==> config.mk <==
export PLATFORM = sky130hd
export DESIGN_NAME = spm_remap
export DESIGN_NICKNAME = d
export VERILOG_FILES = /design/src/rtl/spm_remap_pkg.sv /design/src/rtl/spm_remap_table.sv /design/src/rtl/spm_remap_match.sv /design/src/rtl/spm_remap_pick.sv /design/src/rtl/spm_remap.sv
export SDC_FILE = /design/constraint.sdc
export NUM_CORES = 2
export LEC_CHECK = 0
export BUFFER_PORTS_ARGS = -buffer_cell sky130_fd_sc_hd__clkbuf_2
export CAP_MARGIN = 5
export CORE_UTILIZATION = 55
export CTS_BUF_LIST = sky130_fd_sc_hd__clkbuf_8
export DETAILED_ROUTE_END_ITERATION = 16
export PLACE_DENSITY = 0.76
export SETUP_SLACK_MARGIN = 0.2
export SYNTH_ARGS = -nofsm -noshare
export SYNTH_HDL_FRONTEND = slang
export SYNTH_SLANG_ARGS = --single-unit
==> constraint.sdc <==
create_clock -name clk -period 15.04 [get_ports clk]
set_input_delay 1.504 -clock clk [delete_from_list [all_inputs] [get_ports clk]]
set_output_delay 1.504 -clock clk [all_outputs]
set_load 0.005 [all_outputs]
==> src/rtl/spm_remap_pkg.sv <==
`timescale 1ns/1ps
package spm_remap_pkg;
    typedef enum logic [1:0] {
        FLD_LBASE = 2'd0,
        FLD_SIZE  = 2'd1,
        FLD_SBASE = 2'd2,
        FLD_FLAGS = 2'd3
    } cfg_fld_e;

    localparam int FLAG_VLD_BIT = 0;
    localparam int FLAG_RO_BIT  = 1;
endpackage

==> src/rtl/spm_remap_table.sv <==
`timescale 1ns/1ps
module spm_remap_table
    import spm_remap_pkg::*;
#(
    parameter int N   = 8,
    parameter int AW  = 32,
    parameter int SPW = 16,
    parameter int IW  = $clog2(N)
) (
    input  logic                    clk,
    input  logic                    rst_n,
    input  logic                    cfg_we,
    input  logic [IW-1:0]           cfg_idx,
    input  cfg_fld_e                cfg_fld,
    input  logic [AW-1:0]           cfg_wdata,
    output logic [N-1:0][AW-1:0]    lbase_o,
    output logic [N-1:0][AW-1:0]    size_o,
    output logic [N-1:0][SPW-1:0]   sbase_o,
    output logic [N-1:0]            vld_o,
    output logic [N-1:0]            ro_o
);
    typedef struct packed {
        logic [AW-1:0]  lbase;
        logic [AW-1:0]  size;
        logic [SPW-1:0] sbase;
        logic           vld;
        logic           ro;
    } ent_t;

    typedef struct packed {
        ent_t [N-1:0] ent;
    } tbl_t;

    tbl_t tbl_d, tbl_q;

    logic [AW-1:0] wdata_al;
    assign wdata_al = {cfg_wdata[AW-1:2], 2'b00};

    always_comb begin
        tbl_d = tbl_q;
        if (cfg_we && (int'(cfg_idx) < N)) begin
            unique case (cfg_fld)
                FLD_LBASE: tbl_d.ent[cfg_idx].lbase = wdata_al;
                FLD_SIZE:  tbl_d.ent[cfg_idx].size  = wdata_al;
                FLD_SBASE: tbl_d.ent[cfg_idx].sbase = {wdata_al[SPW-1:2], 2'b00};
                FLD_FLAGS: begin
                    tbl_d.ent[cfg_idx].vld = cfg_wdata[FLAG_VLD_BIT];
                    tbl_d.ent[cfg_idx].ro  = cfg_wdata[FLAG_RO_BIT];
                end
                default: ;
            endcase
        end
    end

    always_ff @(posedge clk or negedge rst_n) begin
        if (!rst_n) tbl_q <= '0;
        else        tbl_q <= tbl_d;
    end

    for (genvar g = 0; g < N; g++) begin : g_out
        assign lbase_o[g] = tbl_q.ent[g].lbase;
        assign size_o[g]  = tbl_q.ent[g].size;
        assign sbase_o[g] = tbl_q.ent[g].sbase;
        assign vld_o[g]   = tbl_q.ent[g].vld;
        assign ro_o[g]    = tbl_q.ent[g].ro;
    end

    // Valid bits only change through a configuration write
    p_valid_hold_r8: assert property (@(posedge clk) disable iff (!rst_n)
        !cfg_we |=> $stable(vld_o));

    // An entry not addressed by a write keeps its fields
    p_other_hold_r9: assert property (@(posedge clk) disable iff (!rst_n)
        (cfg_we && cfg_idx != '0) |=> $stable(lbase_o[0]) && $stable(size_o[0]) && $stable(vld_o[0]));

    // Stored sizes keep their two low bits clear
    for (genvar g = 0; g < N; g++) begin : g_chk
        p_size_align_r8: assert property (@(posedge clk) disable iff (!rst_n)
            size_o[g][1:0] == 2'b00);
    end
endmodule

==> src/rtl/spm_remap_match.sv <==
`timescale 1ns/1ps
module spm_remap_match #(
    parameter int N  = 8,
    parameter int AW = 32
) (
    input  logic [AW-1:0]         addr,
    input  logic [N-1:0][AW-1:0]  lbase,
    input  logic [N-1:0][AW-1:0]  size,
    input  logic [N-1:0]          vld,
    output logic [N-1:0]          hit
);
    for (genvar g = 0; g < N; g++) begin : g_ent
        logic          above;
        logic [AW-1:0] off;
        // Offset is taken only once addr >= base, so no sum can wrap.
        assign above  = (addr >= lbase[g]);
        assign off    = addr - lbase[g];
        assign hit[g] = vld[g] && above && (off < size[g]);
    end
endmodule

==> src/rtl/spm_remap_pick.sv <==
`timescale 1ns/1ps
module spm_remap_pick #(
    parameter int N  = 8,
    parameter int IW = $clog2(N)
) (
    input  logic [N-1:0]  req,
    output logic          found,
    output logic [IW-1:0] idx
);
    always_comb begin
        found = 1'b0;
        idx   = '0;
        for (int i = N - 1; i >= 0; i--) begin
            if (req[i]) begin
                found = 1'b1;
                idx   = IW'(i);
            end
        end
    end
endmodule

==> src/rtl/spm_remap.sv <==
`timescale 1ns/1ps
module spm_remap
    import spm_remap_pkg::*;
#(
    parameter int N   = 8,
    parameter int AW  = 32,
    parameter int SPW = 16,
    localparam int IW  = $clog2(N),
    localparam int PADW = AW - SPW
) (
    input  logic          clk,
    input  logic          rst_n,
    input  logic          cfg_we,
    input  logic [IW-1:0] cfg_idx,
    input  logic [1:0]    cfg_fld,
    input  logic [AW-1:0] cfg_wdata,
    input  logic          req_valid,
    input  logic          req_write,
    input  logic [AW-1:0] req_addr,
    output logic          spm_hit,
    output logic          ext_valid,
    output logic [IW-1:0] hit_idx,
    output logic [AW-1:0] out_addr
);
    logic [N-1:0][AW-1:0]  lbase;
    logic [N-1:0][AW-1:0]  size;
    logic [N-1:0][SPW-1:0] sbase;
    logic [N-1:0]          vld;
    logic [N-1:0]          ro;
    logic [N-1:0]          match;

    spm_remap_table #(.N(N), .AW(AW), .SPW(SPW), .IW(IW)) u_table (
        .clk       (clk),
        .rst_n     (rst_n),
        .cfg_we    (cfg_we),
        .cfg_idx   (cfg_idx),
        .cfg_fld   (cfg_fld_e'(cfg_fld)),
        .cfg_wdata (cfg_wdata),
        .lbase_o   (lbase),
        .size_o    (size),
        .sbase_o   (sbase),
        .vld_o     (vld),
        .ro_o      (ro)
    );

    spm_remap_match #(.N(N), .AW(AW)) u_match (
        .addr  (req_addr),
        .lbase (lbase),
        .size  (size),
        .vld   (vld),
        .hit   (match)
    );

    logic          ld_found, st_found;
    logic [IW-1:0] ld_idx, st_idx;

    spm_remap_pick #(.N(N), .IW(IW)) u_pick_ld (
        .req   (match),
        .found (ld_found),
        .idx   (ld_idx)
    );

    spm_remap_pick #(.N(N), .IW(IW)) u_pick_st (
        .req   (match & ~ro),
        .found (st_found),
        .idx   (st_idx)
    );

    logic           sel_found;
    logic [IW-1:0]  sel_idx;
    logic [AW-1:0]  sel_off;
    logic [SPW-1:0] spm_addr;

    always_comb begin
        sel_found = req_write ? st_found : ld_found;
        sel_idx   = req_write ? st_idx   : ld_idx;
        sel_off   = req_addr - lbase[sel_idx];
        spm_addr  = sel_off[SPW-1:0] + sbase[sel_idx];
        spm_hit   = req_valid && sel_found;
        ext_valid = req_valid && !sel_found;
        hit_idx   = sel_found ? sel_idx : '0;
        out_addr  = sel_found ? {{PADW{1'b0}}, spm_addr} : req_addr;
    end

    function automatic logic [N-1:0] below(input logic [IW-1:0] k);
        below = (N'(1) << k) - N'(1);
    endfunction

    // One target at most per access
    p_one_target_r4: assert property (@(posedge clk) disable iff (!rst_n)
        !(spm_hit && ext_valid));

    // Miss path passes the address through
    p_miss_pass_r4: assert property (@(posedge clk) disable iff (!rst_n)
        ext_valid |-> out_addr == req_addr);

    // Loads pick the lowest matching entry
    p_lowest_r5: assert property (@(posedge clk) disable iff (!rst_n)
        (spm_hit && !req_write) |-> match[hit_idx] && ((match & below(hit_idx)) == '0));

    // Stores never land in a read-only entry
    p_ro_store_r6: assert property (@(posedge clk) disable iff (!rst_n)
        (spm_hit && req_write) |-> !ro[hit_idx] && match[hit_idx]);

    // Idle request drives no target
    p_idle_r10: assert property (@(posedge clk) disable iff (!rst_n)
        !req_valid |-> !spm_hit && !ext_valid);
endmodule

## Word level (Yosys, flattened, before mapping)

Cells that the tools add are included.
W data, S select, Z words.

| storage, ports and cells | value |
|---|---|
| register bits | 656 |
| input port bits | 74 |
| output and inout port bits | 37 |
| logic and storage cells | 151 |

| cells by class | value |
|---|---|
| add/sub/neg operators | 10 |
| magnitude comparators | 19 |
| equality and inequality tests | 3 |
| multiplexer cells | 56 |
| bitwise logic cells | 2 |
| reduce and logical (&&, ||, !) cells | 21 |

Operator list:

| kind | number |
|---|---|
| $bwmux W656 | 5 |
| $pmux W656 S4 | 1 |
| $demux W82 S3 | 5 |
| $ge A32 B32 Y1 | 8 |
| $lt A32 B32 Y1 | 8 |
| $sub A32 B32 Y32 | 8 |
| $bmux W32 S3 | 1 |
| $mux W82 | 1 |
| $mux W3 | 18 |
| $mux W50 | 1 |
| $bmux W16 S3 | 1 |
| $mux W16 | 2 |
| $mux W32 | 1 |
| $logic_and A1 B1 Y1 | 19 |
| $mux W1 | 18 |
| $mux W18 | 1 |
| $add A16 B16 Y16 | 1 |
| $sub A16 B16 Y16 | 1 |
| $and A8 B8 Y8 | 1 |
| $lt A3 B4 Y1 const B | 2 |
| $not A8 Y8 | 1 |
| $eq A2 B2 Y1 const B | 2 |
| $ge A3 B1 Y1 const B | 1 |
| $eq A2 B1 Y1 const B | 1 |
| other kinds (3) | 3 |

## Logic depth before layout (Yosys ltp)

| depth | value |
|---|---|
| depth after elaboration | 18 |
| mapped depth | 53 |

## Modules after synthesis

From an unflattened synthesis, not the netlist that was laid out.

| second synthesis, totals | value |
|---|---|
| cells, all modules | 4,726 |
| area total of the unflattened synthesis | 47,840.9 sq um |

Modules (own cells, without submodules):

| module | instances | cells each | area each (sq um) | seq. area each (sq um) |
|---|---|---|---|---|
| spm_remap_table | 1 | 1,463 | 24,304.6 | 16,415.7 |
| spm_remap_match | 1 | 2,934 | 20,066.7 | 0.0 |
| spm_remap | 1 | 303 | 3,309.4 | 0.0 |
| spm_remap_pick | 2 | 13 | 80.1 | 0.0 |

## Worst setup path before layout

No wires, ideal clock.

| path | value |
|---|---|
| path kind | input-to-output |
| start | input port req_addr[0] |
| end | output port out_addr[14] |
| data arrival time | 10.877 ns |
| required time | 13.536 ns |
| path slack | 2.659 ns |
| stages | 49 |
| path buffers | 3 |
| cells stage by stage | inv_1 ha_1 inv_1 fa_1 a21o_1 a21o_1 a21oi_2 o21ai_1 o31a_1 a211o_1 o41a_1 and4_1 a2111oi_2 nor2_1 o21ai_0 nand2_1 a21oi_1 xnor2_1 [... 13 more ...] mux4_2 mux2_2 fa_1 fa_1 a21o_1 a21oi_1 o21bai_1 a21oi_1 o21ai_0 a21oi_1 o21bai_1 a21oi_1 o21bai_1 a21oi_1 o21bai_1 a21oi_1 xnor2_1 mux2_2 |

| between the ends | value |
|---|---|
| word-level cells in the longest chain between the ends | 18 |
| elaborated cells on any way between the ends | 82 |
| classes of those cells | add/sub: 10; order compare: 16; mux: 39; bitwise: 1; reduce/logical: 16 |

Ends and longest elaborated chain:

| item | RTL line | text |
|---|---|---|
| start: declaration | spm_remap.sv:19 | `input logic [AW-1:0] req_addr,` |
| $sub A32 B32 Y32 / $ge A32 B32 Y1 (equally long branches) | spm_remap_match.sv:17, spm_remap_match.sv:16 |  |
| $lt A32 B32 Y1 / $logic_and A1 B1 Y1 (equally long branches) | spm_remap_match.sv:18 | `assign hit[g] = vld[g] && above && (off < size[g]);` |
| $logic_and A1 B1 Y1 | spm_remap_match.sv:18 |  |
| $and A8 B8 Y8 | spm_remap.sv:64 | `.req (match & ~ro),` |
| $mux W3 (8 in a row) | spm_remap_pick.sv:14 | `if (req[i]) begin` |
| $mux W3 | spm_remap.sv:76 | `sel_idx = req_write ? st_idx : ld_idx;` |
| $bmux W32 S3 | spm_remap.sv:77 | `sel_off = req_addr - lbase[sel_idx];` |
| $mux W16 (not written as such) | spm_remap.sv:77 |  |
| $sub A16 B16 Y16 | spm_remap.sv:77 |  |
| $add A16 B16 Y16 | spm_remap.sv:78 | `spm_addr = sel_off[SPW-1:0] + sbase[sel_idx];` |
| $mux W32 * | spm_remap.sv:82 | `out_addr = sel_found ? {{PADW{1'b0}}, spm_addr} : req_addr;` |
| end: declaration | spm_remap.sv:23 | `output logic [AW-1:0] out_addr` |

Every way passes the cells marked *; elsewhere a longest branch is shown, timed or not. The select of a mux whose other input is x is not followed.

## Worst setup path after layout

| path | value |
|---|---|
| start | input port req_addr[2] |
| end | output port out_addr[14] |

The elaborated chain is that of the path after synthesis.

==> impl_table.tex <==
\begin{tabular}{lr}
\hline
Metric & Value \\
\hline
\multicolumn{2}{l}{\textbf{STA}} \\
\quad Actual slew at the worst max-slew pin & 1.247 ns \\
\quad Count of pins over their slew limit & 0 \\
\quad Setup TNS Final & 0 ns \\
\quad Final setup violating endpoints & 0 \\
\quad Post-layout minimum cycle time & 14.24 ns \\
\quad Clock skew after layout & 0 ns \\
\quad Smallest hold slack & $\sim$0.49 ns \\
\quad Number of failing hold endpoints at the final stage & 0 \\
\quad Maximum frequency from static timing analysis & between 70 and 80 MHz \\
\quad Fraction of the cycle the final worst path needs & between 90 and 100\% \\
\quad Slew HR & 16.64\% \\
\quad Unrepaired setup endpoints after global routing & false \\
\multicolumn{2}{l}{\textbf{Critical path}} \\
\quad Cell repeated most along the worst path & sky130\_fd\_sc\_hd\_\_a21oi\_1 \\
\quad Crit path capture type & output port \\
\quad Worst path arrival time & 12.74 ns \\
\quad Type of origin of the critical path & input pin \\
\quad Highest cell delay on the worst timing path & 0.86 ns \\
\quad Category of the critical setup timing path & input pin to output port \\
\quad CP delay by family, top & compound AO/OA/AOI/OAI gates \\
\quad Data required time of the worst path & 13.54 ns \\
\quad Max FO, Critical Path & 16 \\
\quad WP buf/inv & 2 \\
\quad Cell with the biggest individual delay on the critical path & sky130\_fd\_sc\_hd\_\_nor4\_1 \\
\multicolumn{2}{l}{\textbf{Floorplanning}} \\
\quad Vertical die dimension & 292.8 um \\
\quad Starting density of the core & 55.57\% \\
\quad Standard cell core area & 83,690 um\^{}2 \\
\quad DIE AREA & 85,720 um\^{}2 \\
\quad Horizontal extent of the die & 292.8 um \\
\quad Top-Level Pins & 111 \\
\quad Standard-cell row count & 106 \\
\multicolumn{2}{l}{\textbf{Routing}} \\
\quad Via count & 37.73k \\
\quad Number of detailed-routing iterations run before antenna repair & 8 \\
\quad Antenna-violating nets left & 0 \\
\quad Detailed Route Iter0 Violations & $\sim$3k \\
\quad Remaining design rule violation count & 0 \\
\quad Vias per cell & 5.975 \\
\quad Post-detailed-route wirelength per cell & 21.31 um \\
\quad Final WL & 134,500 um \\
\multicolumn{2}{l}{\textbf{Finish}} \\
\quad Final instance area & 50,750 um\^{}2 \\
\quad Fraction of the core area covered by cells at the end of the flow & 60.64\% \\
\quad Number of nets in the layout & 5,700 \\
\quad Layout cell share with drive strength beyond 1 & 15.33\% \\
\quad Count of placed standard cells in the final layout, fillers left out & 6,314 \\
\quad Leading cell type in the layout, fill and taps excluded & sky130\_fd\_sc\_hd\_\_dfrtp\_1 \\
\quad Top library cells by usage in the layout, fill and taps aside & sky130\_fd\_sc\_hd\_\_dfrtp\_1 (656), sky130\_fd\_sc\_hd\_\_inv\_1 (629), sky130\_fd\_sc\_hd\_\_ha\_1 (520) \\
\quad Area Growth Syn to Fin & 9.124\% \\
\quad \# fillers & 7,077 \\
\multicolumn{2}{l}{\textbf{Global route}} \\
\quad Global routing usage summed across all routing layers & 31.26\% \\
\quad Overall overflow remaining after global route & 0 \\
\quad Via count of the first global-routing pass & 36.70k \\
\quad Number of antenna violations at the first check in global routing & 7 \\
\quad Maximum number of pins on one net before global-route repair & 100 \\
\quad Global-route wire length before repair & 206,400 um \\
\multicolumn{2}{l}{\textbf{Placement}} \\
\quad IO buf count & 110 \\
\quad Detailed-placement wirelength estimate & 99,590 um \\
\quad Placed cells & 6,099 \\
\quad GP Congestion & 0.9999 \\
\quad Total cell area at the placement stage & 48,250 um\^{}2 \\
\multicolumn{2}{l}{\textbf{Yosys}} \\
\quad Cell area after synthesis & 46,500 um\^{}2 \\
\quad Biggest area consumer among synthesized cells & sky130\_fd\_sc\_hd\_\_dfrtp\_1 \\
\quad Top area cells in the synthesized netlist & sky130\_fd\_sc\_hd\_\_dfrtp\_1 (35\%), sky130\_fd\_sc\_hd\_\_ha\_1 (14\%), sky130\_fd\_sc\_hd\_\_mux2\_2 (9.5\%) \\
\quad Post-synthesis instance total & 4,983 \\
\quad Register bit total from synthesis & 656 \\
\quad Async set-or-reset flop fraction in the synthesized netlist & 100.0\% \\
\quad Area share of the largest cell type after synthesis & about a third \\
\quad Synth Net Count & $\sim$5.6k \\
\quad Post-Syn Area per Cell & 9.332 um\^{}2 \\
\quad Share of the yosys chip area belonging to registers & 35.30\% \\
\quad Ys flop type & sky130\_fd\_sc\_hd\_\_dfrtp\_1 \\
\quad Number of unique standard cell types used by synthesis & just over 80 \\
\quad Count of yosys warnings during synthesis & 0 \\
\quad Number of enable flip-flop cells after synthesis & 0 \\
\multicolumn{2}{l}{\textbf{Run}} \\
\quad Count of maximum capacitance violations & 0 \\
\multicolumn{2}{l}{\textbf{CTS}} \\
\quad Later-pin clock latency in the skew report & $\sim$0.76 ns \\
\quad Clock slew seen by the registers of the worst setup and hold paths & 0.06 ns \\
\quad CTS tree & built \\
\quad Library cell used as clock root buffer & sky130\_fd\_sc\_hd\_\_clkbuf\_8 \\
\quad Clock buffer depth & 3 \\
\quad Number of sinks on the clock net & 656 \\
\quad Number of buffers created by CTS & 113 \\
\quad Total number of H-tree levels & 3 \\
\multicolumn{2}{l}{\textbf{Power and ir drop}} \\
\quad Power density over the cells & around 170 nW/um\^{}2 \\
\quad Leak Pwr & 24.53 nW \\
\quad Max rail drop VDD & about 0.00011 V \\
\multicolumn{2}{l}{\textbf{Min path}} \\
\quad Tightest Hold Check Type & flip-flop to flip-flop \\
\multicolumn{2}{l}{\textbf{Run status}} \\
\quad Run status & completed \\
\hline
\end{tabular}
## synthesized netlist by cell type (38+ instances only)
cell,instances
sky130_fd_sc_hd__xor2_1,72
sky130_fd_sc_hd__nor2_1,233
sky130_fd_sc_hd__clkbuf_1,153
sky130_fd_sc_hd__nand2b_1,38
sky130_fd_sc_hd__nor3_1,54
sky130_fd_sc_hd__a21oi_1,318
sky130_fd_sc_hd__dfrtp_1,656
sky130_fd_sc_hd__nand3_1,67
sky130_fd_sc_hd__nand2_1,422
sky130_fd_sc_hd__o21ai_0,415
sky130_fd_sc_hd__inv_1,596
sky130_fd_sc_hd__nor2b_1,90
sky130_fd_sc_hd__nand4_1,68
sky130_fd_sc_hd__a211oi_1,68
sky130_fd_sc_hd__ha_1,520
sky130_fd_sc_hd__o21a_1,42
sky130_fd_sc_hd__mux2_2,394
sky130_fd_sc_hd__a21o_1,135
sky130_fd_sc_hd__xnor2_1,156
## area by class of cell
class	count	area, um^2	share of cell area [%]
clock inverter	65	488.0	0.9616
timing repair buffer	159	980.9	1.933
clock buffer	140	1927	3.797
multi-input combinational	3557	27260	53.71
sequential	656	16420	32.35
antenna	7	17.52	0.03452
tap	1134	1419	2.796
inverter	596	2241	4.416
## worst paths after layout
kind | start | end | slack [ns] | cells past startpoint
max | req_addr[2] | out_addr[14] | 0.80 | 43
min | flip-flop | flip-flop | 0.49 | 1
max reg2reg | flip-flop | flip-flop | 14.16 | 1
min reg2reg | flip-flop | flip-flop | 0.49 | 1
max in group asynchronous | rst_n | asynchronous set/reset pin | 11.86 | 3
min in group asynchronous | rst_n | asynchronous set/reset pin | 0.75 | 1
## routing by layer
metal,part of all wire (%),vias up,track usage (%)
li1,-,17630,-
met1,43,18350,43.38
met2,44,1415,48.18
met3,8.3,329,5.258
met4,4.5,6,13.43
met5,0.030,-,0
## kinds of logic (layout without fill, tap and decap cells)
logic type | Yosys count | after routing | synth area share [%]
buffers and inverters | 771 | 960 | 6.309
DFF | 656 | 656 | 35.30
other | 0 | 7 | 0
and+or+nand+nor | 1112 | 1113 | 11.31
xor gates and xnor gates | 228 | 228 | 4.294
AOI/OAI and AO/OA | 1216 | 1216 | 16.10
muxes | 457 | 457 | 11.70
adders and majority gates | 543 | 543 | 14.98
## power breakdown
part | total [W] | internal (W) | switching, W
clock | 0.00174 | 0.000960 | 0.000778
sequential | 0.00231 | 0.00212 | 0.000186
combinational | 0.00456 | 0.00196 | 0.00259
## metrics by stage
| step | worst slack [ns] | total power (W) |
|---|---|---|
| 3_5_place_dp | 0.9257 | 0.006782 |
| 3_3_place_gp | 1.108 | 0.006664 |
| 2_1_floorplan | 2.659 | 0.005526 |
| 4_1_cts | 0.9016 | 0.008550 |
| 5_1_grt | 0.2600 | 0.009194 |
| 6_report | 0.7952 | 0.008600 |
## what timing repair did
action | 4_1_cts | 5_1_grt
setup endpoints to repair | 0 | 2
gates resized for setup | 0 | 3
hold buffers | 0 | 0
buffers inserted | 0 | 0
No activity file was read; power rests on OpenSTA's default activity.
